### src/rtl/dop_pkg.sv
package dop_pkg;

   localparam int INSN_W = 16;
   localparam int OPC_W  = 4;

   typedef enum logic [2:0] {
      OP_MOV  = 3'd0,
      OP_CMP  = 3'd1,
      OP_BIT  = 3'd2,
      OP_BIC  = 3'd3,
      OP_BIS  = 3'd4,
      OP_ADD  = 3'd5,
      OP_SUB  = 3'd6,
      OP_NONE = 3'd7
   } dop_op_e;

   typedef struct packed {
      dop_op_e op;
      logic    byte_mode;
      logic    writes;
      logic    illegal;
   } dop_ctl_t;

   typedef struct packed {
      logic n;
      logic z;
      logic v;
      logic c;
   } dop_flags_t;

endpackage

### src/rtl/dop_decode.sv
module dop_decode
   import dop_pkg::*;
(
   input  logic [OPC_W-1:0] opc,
   output dop_ctl_t         ctl
);

   always_comb begin
      ctl.op        = OP_NONE;
      ctl.byte_mode = 1'b0;
      ctl.writes    = 1'b0;
      ctl.illegal   = 1'b0;
      unique case (opc[OPC_W-2:0])
         3'd1: begin ctl.op = OP_MOV; ctl.byte_mode = opc[OPC_W-1]; ctl.writes = 1'b1; end
         3'd2: begin ctl.op = OP_CMP; ctl.byte_mode = opc[OPC_W-1]; end
         3'd3: begin ctl.op = OP_BIT; ctl.byte_mode = opc[OPC_W-1]; end
         3'd4: begin ctl.op = OP_BIC; ctl.byte_mode = opc[OPC_W-1]; ctl.writes = 1'b1; end
         3'd5: begin ctl.op = OP_BIS; ctl.byte_mode = opc[OPC_W-1]; ctl.writes = 1'b1; end
         3'd6: begin
            ctl.op     = opc[OPC_W-1] ? OP_SUB : OP_ADD;
            ctl.writes = 1'b1;
         end
         default: ctl.illegal = 1'b1;
      endcase
   end

endmodule

### src/rtl/dop_arith.sv
module dop_arith
   import dop_pkg::*;
#(
   parameter int WD = 16
) (
   input  dop_op_e       op,
   input  logic [WD-1:0] src,
   input  logic [WD-1:0] dst,
   input  logic          c_in,
   output logic [WD-1:0] res,
   output dop_flags_t    fl
);

   logic [WD:0] ext;

   always_comb begin
      ext  = '0;
      res  = dst;
      fl.v = 1'b0;
      fl.c = c_in;
      unique case (op)
         OP_MOV: res = src;
         OP_CMP: begin
            ext  = {1'b0, src} - {1'b0, dst};
            res  = ext[WD-1:0];
            fl.c = ext[WD];
            fl.v = (src[WD-1] ^ dst[WD-1]) & (res[WD-1] ^ src[WD-1]);
         end
         OP_BIT: res = src & dst;
         OP_BIC: res = dst & ~src;
         OP_BIS: res = dst | src;
         OP_ADD: begin
            ext  = {1'b0, dst} + {1'b0, src};
            res  = ext[WD-1:0];
            fl.c = ext[WD];
            fl.v = ~(src[WD-1] ^ dst[WD-1]) & (res[WD-1] ^ dst[WD-1]);
         end
         OP_SUB: begin
            ext  = {1'b0, dst} - {1'b0, src};
            res  = ext[WD-1:0];
            fl.c = ext[WD];
            fl.v = (src[WD-1] ^ dst[WD-1]) & (res[WD-1] ^ dst[WD-1]);
         end
         default: res = dst;
      endcase
      fl.n = res[WD-1];
      fl.z = (res == '0);
   end

endmodule

### src/rtl/dop_lanes.sv
module dop_lanes #(
   parameter int DATA_W = 16
) (
   input  logic              byte_mode,
   input  logic              writes,
   input  logic              is_move,
   input  logic              dst_is_reg,
   input  logic              dst_odd,
   input  logic [DATA_W-1:0] res,
   input  logic [DATA_W-1:0] dst,
   output logic [DATA_W-1:0] merged,
   output logic [1:0]        lanes
);

   localparam int BW = DATA_W / 2;

   logic [BW-1:0] rb;
   assign rb = res[BW-1:0];

   always_comb begin
      if (!byte_mode) begin
         merged = res;
         lanes  = 2'b11;
      end else if (dst_is_reg && is_move) begin
         merged = {{BW{rb[BW-1]}}, rb};
         lanes  = 2'b11;
      end else if (!dst_is_reg && dst_odd) begin
         merged = {rb, dst[BW-1:0]};
         lanes  = 2'b10;
      end else begin
         merged = {dst[DATA_W-1:BW], rb};
         lanes  = 2'b01;
      end
      if (!writes) lanes = 2'b00;
   end

endmodule

### src/rtl/dop_exec.sv
module dop_exec
   import dop_pkg::*;
#(
   parameter int DATA_W  = 16,
   parameter bit REG_OUT = 1'b1
) (
   input  logic              clk,
   input  logic              rst_n,
   input  logic              in_valid,
   input  logic [INSN_W-1:0] instr,
   input  logic [DATA_W-1:0] src_val,
   input  logic [DATA_W-1:0] dst_val,
   input  logic              dst_is_reg,
   input  logic              dst_odd,
   input  logic [3:0]        flags_in,
   output logic              out_valid,
   output logic [DATA_W-1:0] result,
   output logic              wr_en,
   output logic [1:0]        lane_sel,
   output logic [3:0]        flags_out,
   output logic              illegal
);

   localparam int BW     = DATA_W / 2;
   localparam int N_WIDE = 2;

   if ((DATA_W % 2) != 0 || DATA_W < 4) begin : g_bad_width
      $error("dop_exec: DATA_W must be even and at least 4");
   end

   dop_ctl_t   ctl;
   dop_flags_t fin;
   logic       odd_lane;
   logic       unused_spec;

   assign fin         = dop_flags_t'(flags_in);
   assign unused_spec = ^instr[INSN_W-OPC_W-1:0];

   dop_decode u_decode (
      .opc (instr[INSN_W-1:INSN_W-OPC_W]),
      .ctl (ctl)
   );

   // destination operand aligned so the addressed byte sits in the low lane
   logic [DATA_W-1:0] dst_op;
   assign odd_lane = ctl.byte_mode & ~dst_is_reg & dst_odd;
   assign dst_op   = odd_lane ? {{BW{1'b0}}, dst_val[DATA_W-1:BW]} : dst_val;

   // one arithmetic core per width: index 0 byte, index 1 word
   logic [DATA_W-1:0] ar_res [N_WIDE];
   dop_flags_t        ar_fl  [N_WIDE];

   for (genvar g = 0; g < N_WIDE; g++) begin : g_width
      localparam int WD = (g == 0) ? BW : DATA_W;
      logic [WD-1:0] r_loc;
      dop_arith #(.WD(WD)) u_arith (
         .op   (ctl.op),
         .src  (src_val[WD-1:0]),
         .dst  (dst_op[WD-1:0]),
         .c_in (fin.c),
         .res  (r_loc),
         .fl   (ar_fl[g])
      );
      assign ar_res[g] = DATA_W'(r_loc);
   end

   logic [DATA_W-1:0] sel_res;
   dop_flags_t        sel_fl;
   assign sel_res = ar_res[ctl.byte_mode ? 0 : 1];
   assign sel_fl  = ctl.illegal ? fin : ar_fl[ctl.byte_mode ? 0 : 1];

   logic [DATA_W-1:0] nxt_result;
   logic [1:0]        nxt_lanes;
   logic              nxt_wr;

   assign nxt_wr = ctl.writes & ~ctl.illegal;

   dop_lanes #(.DATA_W(DATA_W)) u_lanes (
      .byte_mode  (ctl.byte_mode),
      .writes     (nxt_wr),
      .is_move    (ctl.op == OP_MOV),
      .dst_is_reg (dst_is_reg),
      .dst_odd    (dst_odd),
      .res        (sel_res),
      .dst        (dst_val),
      .merged     (nxt_result),
      .lanes      (nxt_lanes)
   );

   if (REG_OUT) begin : g_reg_out
      always_ff @(posedge clk or negedge rst_n) begin
         if (!rst_n) begin
            out_valid <= 1'b0;
            result    <= '0;
            wr_en     <= 1'b0;
            lane_sel  <= 2'b00;
            flags_out <= 4'h0;
            illegal   <= 1'b0;
         end else begin
            out_valid <= in_valid;
            if (in_valid) begin
               result    <= nxt_result;
               wr_en     <= nxt_wr;
               lane_sel  <= nxt_lanes;
               flags_out <= sel_fl;
               illegal   <= ctl.illegal;
            end
         end
      end
   end else begin : g_comb_out
      assign out_valid = in_valid;
      assign result    = nxt_result;
      assign wr_en     = nxt_wr;
      assign lane_sel  = nxt_lanes;
      assign flags_out = sel_fl;
      assign illegal   = ctl.illegal;
   end

endmodule

### config.mk
export PLATFORM = sky130hd
export DESIGN_NAME = dop_exec
export DESIGN_NICKNAME = d
export VERILOG_FILES = /design/src/rtl/dop_pkg.sv /design/src/rtl/dop_decode.sv /design/src/rtl/dop_arith.sv /design/src/rtl/dop_lanes.sv /design/src/rtl/dop_exec.sv
export SDC_FILE = /design/constraint.sdc
export NUM_CORES = 1
export LEC_CHECK = 0
export ABC_AREA = 0
export CORE_MARGIN = 2
export CORE_UTILIZATION = 55
export CTS_BUF_LIST = sky130_fd_sc_hd__clkbuf_4 sky130_fd_sc_hd__clkbuf_8
export CTS_CLUSTER_SIZE = 30
export DETAILED_ROUTE_END_ITERATION = 8
export PLACE_DENSITY = 0.76
export SYNTH_ARGS = -nofsm -noshare
export SYNTH_HDL_FRONTEND = slang
export SYNTH_HIERARCHICAL = 1
export SYNTH_SLANG_ARGS = --single-unit
export TNS_END_PERCENT = 50
### constraint.sdc
create_clock -name clk -period 0.85 [get_ports clk]
set_input_delay 0.1275 -clock clk [delete_from_list [all_inputs] [get_ports clk]]
set_output_delay 0.1275 -clock clk [all_outputs]
set_load 0.01 [all_outputs]
==> results of run 1 <==
[kinds of logic after synthesis]
logic type / after synthesis / synth area share (%)
flops: 25 / 8.712
simple gates: 270 / 20.18
fa+ha+maj: 104 / 18.75
xor+xnor: 33 / 4.025
compound gates: 314 / 30.06
mux: 58 / 9.601
buf+inv: 133 / 8.677
[Yosys cell counts (16+ instances only)]
cell type  count  area, sq um
nor3_1        16        80.08
inv_1         76        285.3
clkbuf_1      23        86.33
o21ai_0       54        270.3
nor2b_1       24        150.1
xnor2_1       28        245.2
dfrtp_1       25        625.6
mux2_2        37        416.7
a21oi_1       71        355.3
nand2_1       37        138.9
ha_1          98         1226
nand3_1       23        115.1
nor2_1        87        326.6
[stage by stage]
step                      cells  util (%)  setup TNS [ps]
after global placement     1451     81.46          -81570
after detailed placement   1451     81.46          -83780
after CTS                  1487     89.08          -65580
after floorplan             937         -          -57640
[timing repair]
| action | 4_1_cts |
|---|---|
| buffers inserted | 32 |
| gates cloned | 3 |
| setup endpoints to repair | 49 |
| pin swaps | 45 |
| resized for setup | 291 |
==> results.json, run 1 <==
{
  "outcome": "did not finish",
  "lastStage": "global routing",
  "run.stop_error": "[ERROR DPL-0038] Utilization greater than 100%, impossible to legalize",
  "synth.yosys.seq_area_share_pct": 8.712,
  "dpl.hpwl_microns": 23940,
  "gp_congestion": 1.018,
  "dpl_cell_area_sq_mm": 0.01032,
  "pre_cts_ws_ps": -4421,
  "grt-worst-endpoint": "flags_out[2]$_DFFE_PN0P_/D",
  "htree_levels": 1,
  "synth_warnings": 6,
  "syn_area_per_cell_sq_um": 7.663,
  "synthesis.nets": 1098,
  "synthArstFlopShare_pct": 100.0,
  "synth_cell_types": 86,
  "worstEpCategory": "register data pin",
  "io_buffers": 69,
  "hold_buffers": 0,
  "synth_enable_flop_cells": 0,
  "io_pins": 82,
  "cts_buffer_depth": 2,
  "synth-main-ff-cell": "dfrtp_1",
  "clkSinkCount": 25,
  "clockRootBuffer": "clkbuf_8",
  "synth_cells": 937,
  "syn-cell-area_sq_mm": 0.007181,
  "synth-seq-cells": 25,
  "numCtsBuffers": 3,
  "floorplan.rows": 41,
  "die_h_microns": 118.3,
  "start_util_pct": 56.67,
  "dieWidth_microns": 118.3,
  "grt_max_degree": 36
}
==> run 2, diff against run 1 <==
--- a/config.mk
+++ b/config.mk
@@ -7,11 +7,9 @@
 export LEC_CHECK = 0
 export ABC_AREA = 0
 export CORE_MARGIN = 2
-export CORE_UTILIZATION = 55
-export CTS_BUF_LIST = sky130_fd_sc_hd__clkbuf_4 sky130_fd_sc_hd__clkbuf_8
-export CTS_CLUSTER_SIZE = 30
+export CORE_UTILIZATION = 40
 export DETAILED_ROUTE_END_ITERATION = 8
-export PLACE_DENSITY = 0.76
+export PLACE_DENSITY_LB_ADDON = 0.15
 export SYNTH_ARGS = -nofsm -noshare
 export SYNTH_HDL_FRONTEND = slang
 export SYNTH_HIERARCHICAL = 1
==> run 2 against run 1 <==
  * The flow now finishes, with violations (negative setup slack)
  * Synthesized cell count is the same
  * Area after synthesis did not move
==> results.json, run 2 <==
{
  "rsz0062_at_grt": "yes",
  "netlist.area_leader.share_pct": 17.08,
  "htree_levels": 1,
  "fillers": 1449,
  "cp_cell_sequence": "buf_2, or3_4, and3_4, nand3b_4, mux2_4, ha_4, fa_2, nor2b_4, or3_1, a31oi_2, a31oi_1, a21o_1, or4b_4, or4_4, or4_4, nor4_4, mux2i_1, o211ai_1",
  "synth_warnings": 6,
  "die-area_sq_mm": 0.01904,
  "layout_common_cells": "buf_4, nor2_1, ha_1",
  "layout_commonest_cell": "buf_4",
  "regArea_sq_um": 625.6,
  "largest_reg_flops": 16,
  "clockRootBuffer": "clkbuf_16",
  "synth_cell_types": 86,
  "reg_top3": "result: 16 flops, flags_out: 4 flops, lane_sel: 2 flops",
  "pre_cts_ws_ps": -4309,
  "grtUsageTotal_pct": 30.97,
  "syn_area_per_cell_sq_um": 7.663,
  "worstSetupPathType": "in2reg",
  "core_sq_mm": 0.01742,
  "place_inst": 1498,
  "io_pins": 82,
  "synth_area_leaders": "ha_1, dfrtp_1, mux2_2",
  "max_stage_delay_ps": 520,
  "endpoint_kind": "register",
  "setup_ws_ps": -3818,
  "rr_startpoint": "result[3]",
  "die_h_microns": 138.0,
  "drtAntennaViolNets": 0,
  "synth-seq-cells": 25,
  "slew_viol_final": 0,
  "violations": "negative setup slack",
  "largest_register": "result",
  "nets": 1492,
  "worst_hold_path_type": "in2async",
  "floorplan.rows": 48,
  "synthesis.nets": 1098,
  "overflow": 0,
  "path_depth": 18,
  "grt_max_degree": 29,
  "tightestPinTransition_ps": 638.9,
  "cts_buffer_depth": 2,
  "clock_latency_ps": 250,
  "synthMostInstantiatedCell": "ha_1",
  "holdWs_ps": 225.3,
  "crit_path_end": "flags_out[2]",
  "reg2regPathDepth": 1,
  "arrival_ps": 4840,
  "dpl.hpwl_microns": 23230,
  "antenna_found_initial": 1,
  "globalRouteMet3Util_pct": 3.143,
  "start_util_pct": 41.23,
  "first_pass_iters": 6,
  "fin_cells": 1555,
  "synth_top_cells_by_count": "ha_1, nor2_1, inv_1, a21oi_1, o21ai_0",
  "drive_gt1_share_pct": 46.09,
  "outcome": "complete, but fails checks",
  "drt-total-wl_microns": 30710,
  "area_growth_pct": 64.65,
  "drc": 0,
  "vdd_drop_max_uv": 1029,
  "dieWidth_microns": 138.0,
  "crit_slowest_cell": "or4b_4",
  "r2r_end": "result[3]",
  "synth_enable_flop_cells": 0,
  "grtUsageMet1_pct": 41.44,
  "grt_pass1_vias": 8503,
  "finalSetupViolations": 49,
  "cts_tree": "yes",
  "fmax_mhz": 214.2,
  "cp-start-kind": "input port",
  "cts.clk_slew.worst_paths_ps": 60,
  "synth.yosys.seq_area_share_pct": 8.712,
  "worstSetupStartpoint": "instr[13]",
  "crit_family": "simple AND/OR/NAND/NOR gates",
  "crit_buf_inv": 1,
  "wire_per_inst_microns": 19.75,
  "fin_crit_sh_pct": 549.2,
  "skew_ps": 0,
  "cpMostUsedCell": "or4_4",
  "totalPowerFinal_mw": 12.72,
  "relSlewSlack_pct": 56.87,
  "drt_iter0_markers": 714,
  "synth-main-ff-cell": "dfrtp_1",
  "numCtsBuffers": 3,
  "met2_usage_pct": 52.53,
  "route.vias.total": 8969,
  "busiest_layer": "met2",
  "regToRegSetupSlack_ps": 40,
  "syn-cell-area_sq_mm": 0.007181,
  "diodes": 0,
  "yosysTopAreaCell": "ha_1",
  "multiInputGateArea_sq_mm": 0.006883,
  "synthArstFlopShare_pct": 100.0,
  "gp_congestion": 0.9635,
  "routed_via_density": 5.768,
  "worst-path-max-fanout": 4,
  "worstPathRequired_ps": 1020,
  "max_cap_violations": 0,
  "hold_violations": 0,
  "synth_cells": 937,
  "min_period_ps": 4668,
  "clkSinkCount": 25,
  "grt_pass1_wl_microns": 45800,
  "io_buffers": 69,
  "leakage_nw": 5.470,
  "p_per_area_mw_per_mm2": 1076
}
-- run 2: final cells by class --
| type | count | area share (%) |
|---|---|---|
| inverter | 78 | 2.540 |
| sequential | 25 | 5.292 |
| clock buffer | 3 | 0.6350 |
| tap | 225 | 2.381 |
| timing repair buffer | 441 | 30.89 |
| clock inverter | 1 | 0.04233 |
| multi-input combinational | 782 | 58.22 |
-- run 2: report_power, final --
part           switching (mW)  internal (mW)  leakage, nW
clock network           0.398          0.633       0.0409
registers               0.155           1.45        0.306
logic                    4.94           5.15         5.12
total                    5.49           7.23         5.47
-- run 2: routing by layer --
| layer | wire length, microns | vias to the layer above |
|---|---|---|
| li1 | - | 4232 |
| met1 | 13210 | 4301 |
| met2 | 14540 | 359 |
| met3 | 1982 | 75 |
| met4 | 964 | 2 |
| met5 | 13 | - |
-- run 2: logic make-up after synthesis --
group / count (synthesis) / share of synthesized area (%)
AND/OR/NAND/NOR: 270 / 20.18
XOR/XNOR: 33 / 4.025
multiplexers: 58 / 9.601
adder cells (fa/ha/maj): 104 / 18.75
flip-flops: 25 / 8.712
AO/OA/AOI/OAI: 314 / 30.06
buffers and inverters: 133 / 8.677
-- run 2: repair_timing --
item / in CTS / in global routing
gates cloned: 3 / 1
gates resized for setup: 263 / 91
buffers inserted: 35 / 15
endpoints found under the hold margin: 0 / 0
setup endpoints to repair: 49 / 49
hold buffers: 0 / 0
pin swaps: 39 / 42
-- run 2: worst min path at each step --
stage	startpoint	endpoint	cells past startpoint
floorplan	rst_n	flags_out[0]	0
global placement	illegal	illegal	1
detailed placement	flags_out[1]	flags_out[1]	2
CTS	rst_n	result[11]	2
global route	rst_n	result[11]	2
finish	rst_n	wr_en	2
-- run 2: through the flow --
step           area [sq um]  setup TNS (ps)  utilization [%]
6_report              11820          -66250            67.88
5_1_grt               11820          -68720            67.88
4_1_cts               11290          -65670            64.83
3_5_place_dp          10340          -82280            59.38
3_3_place_gp          10340          -81780            59.38
2_1_floorplan          7251          -57640                -
(Power assumes the default switching activity.)
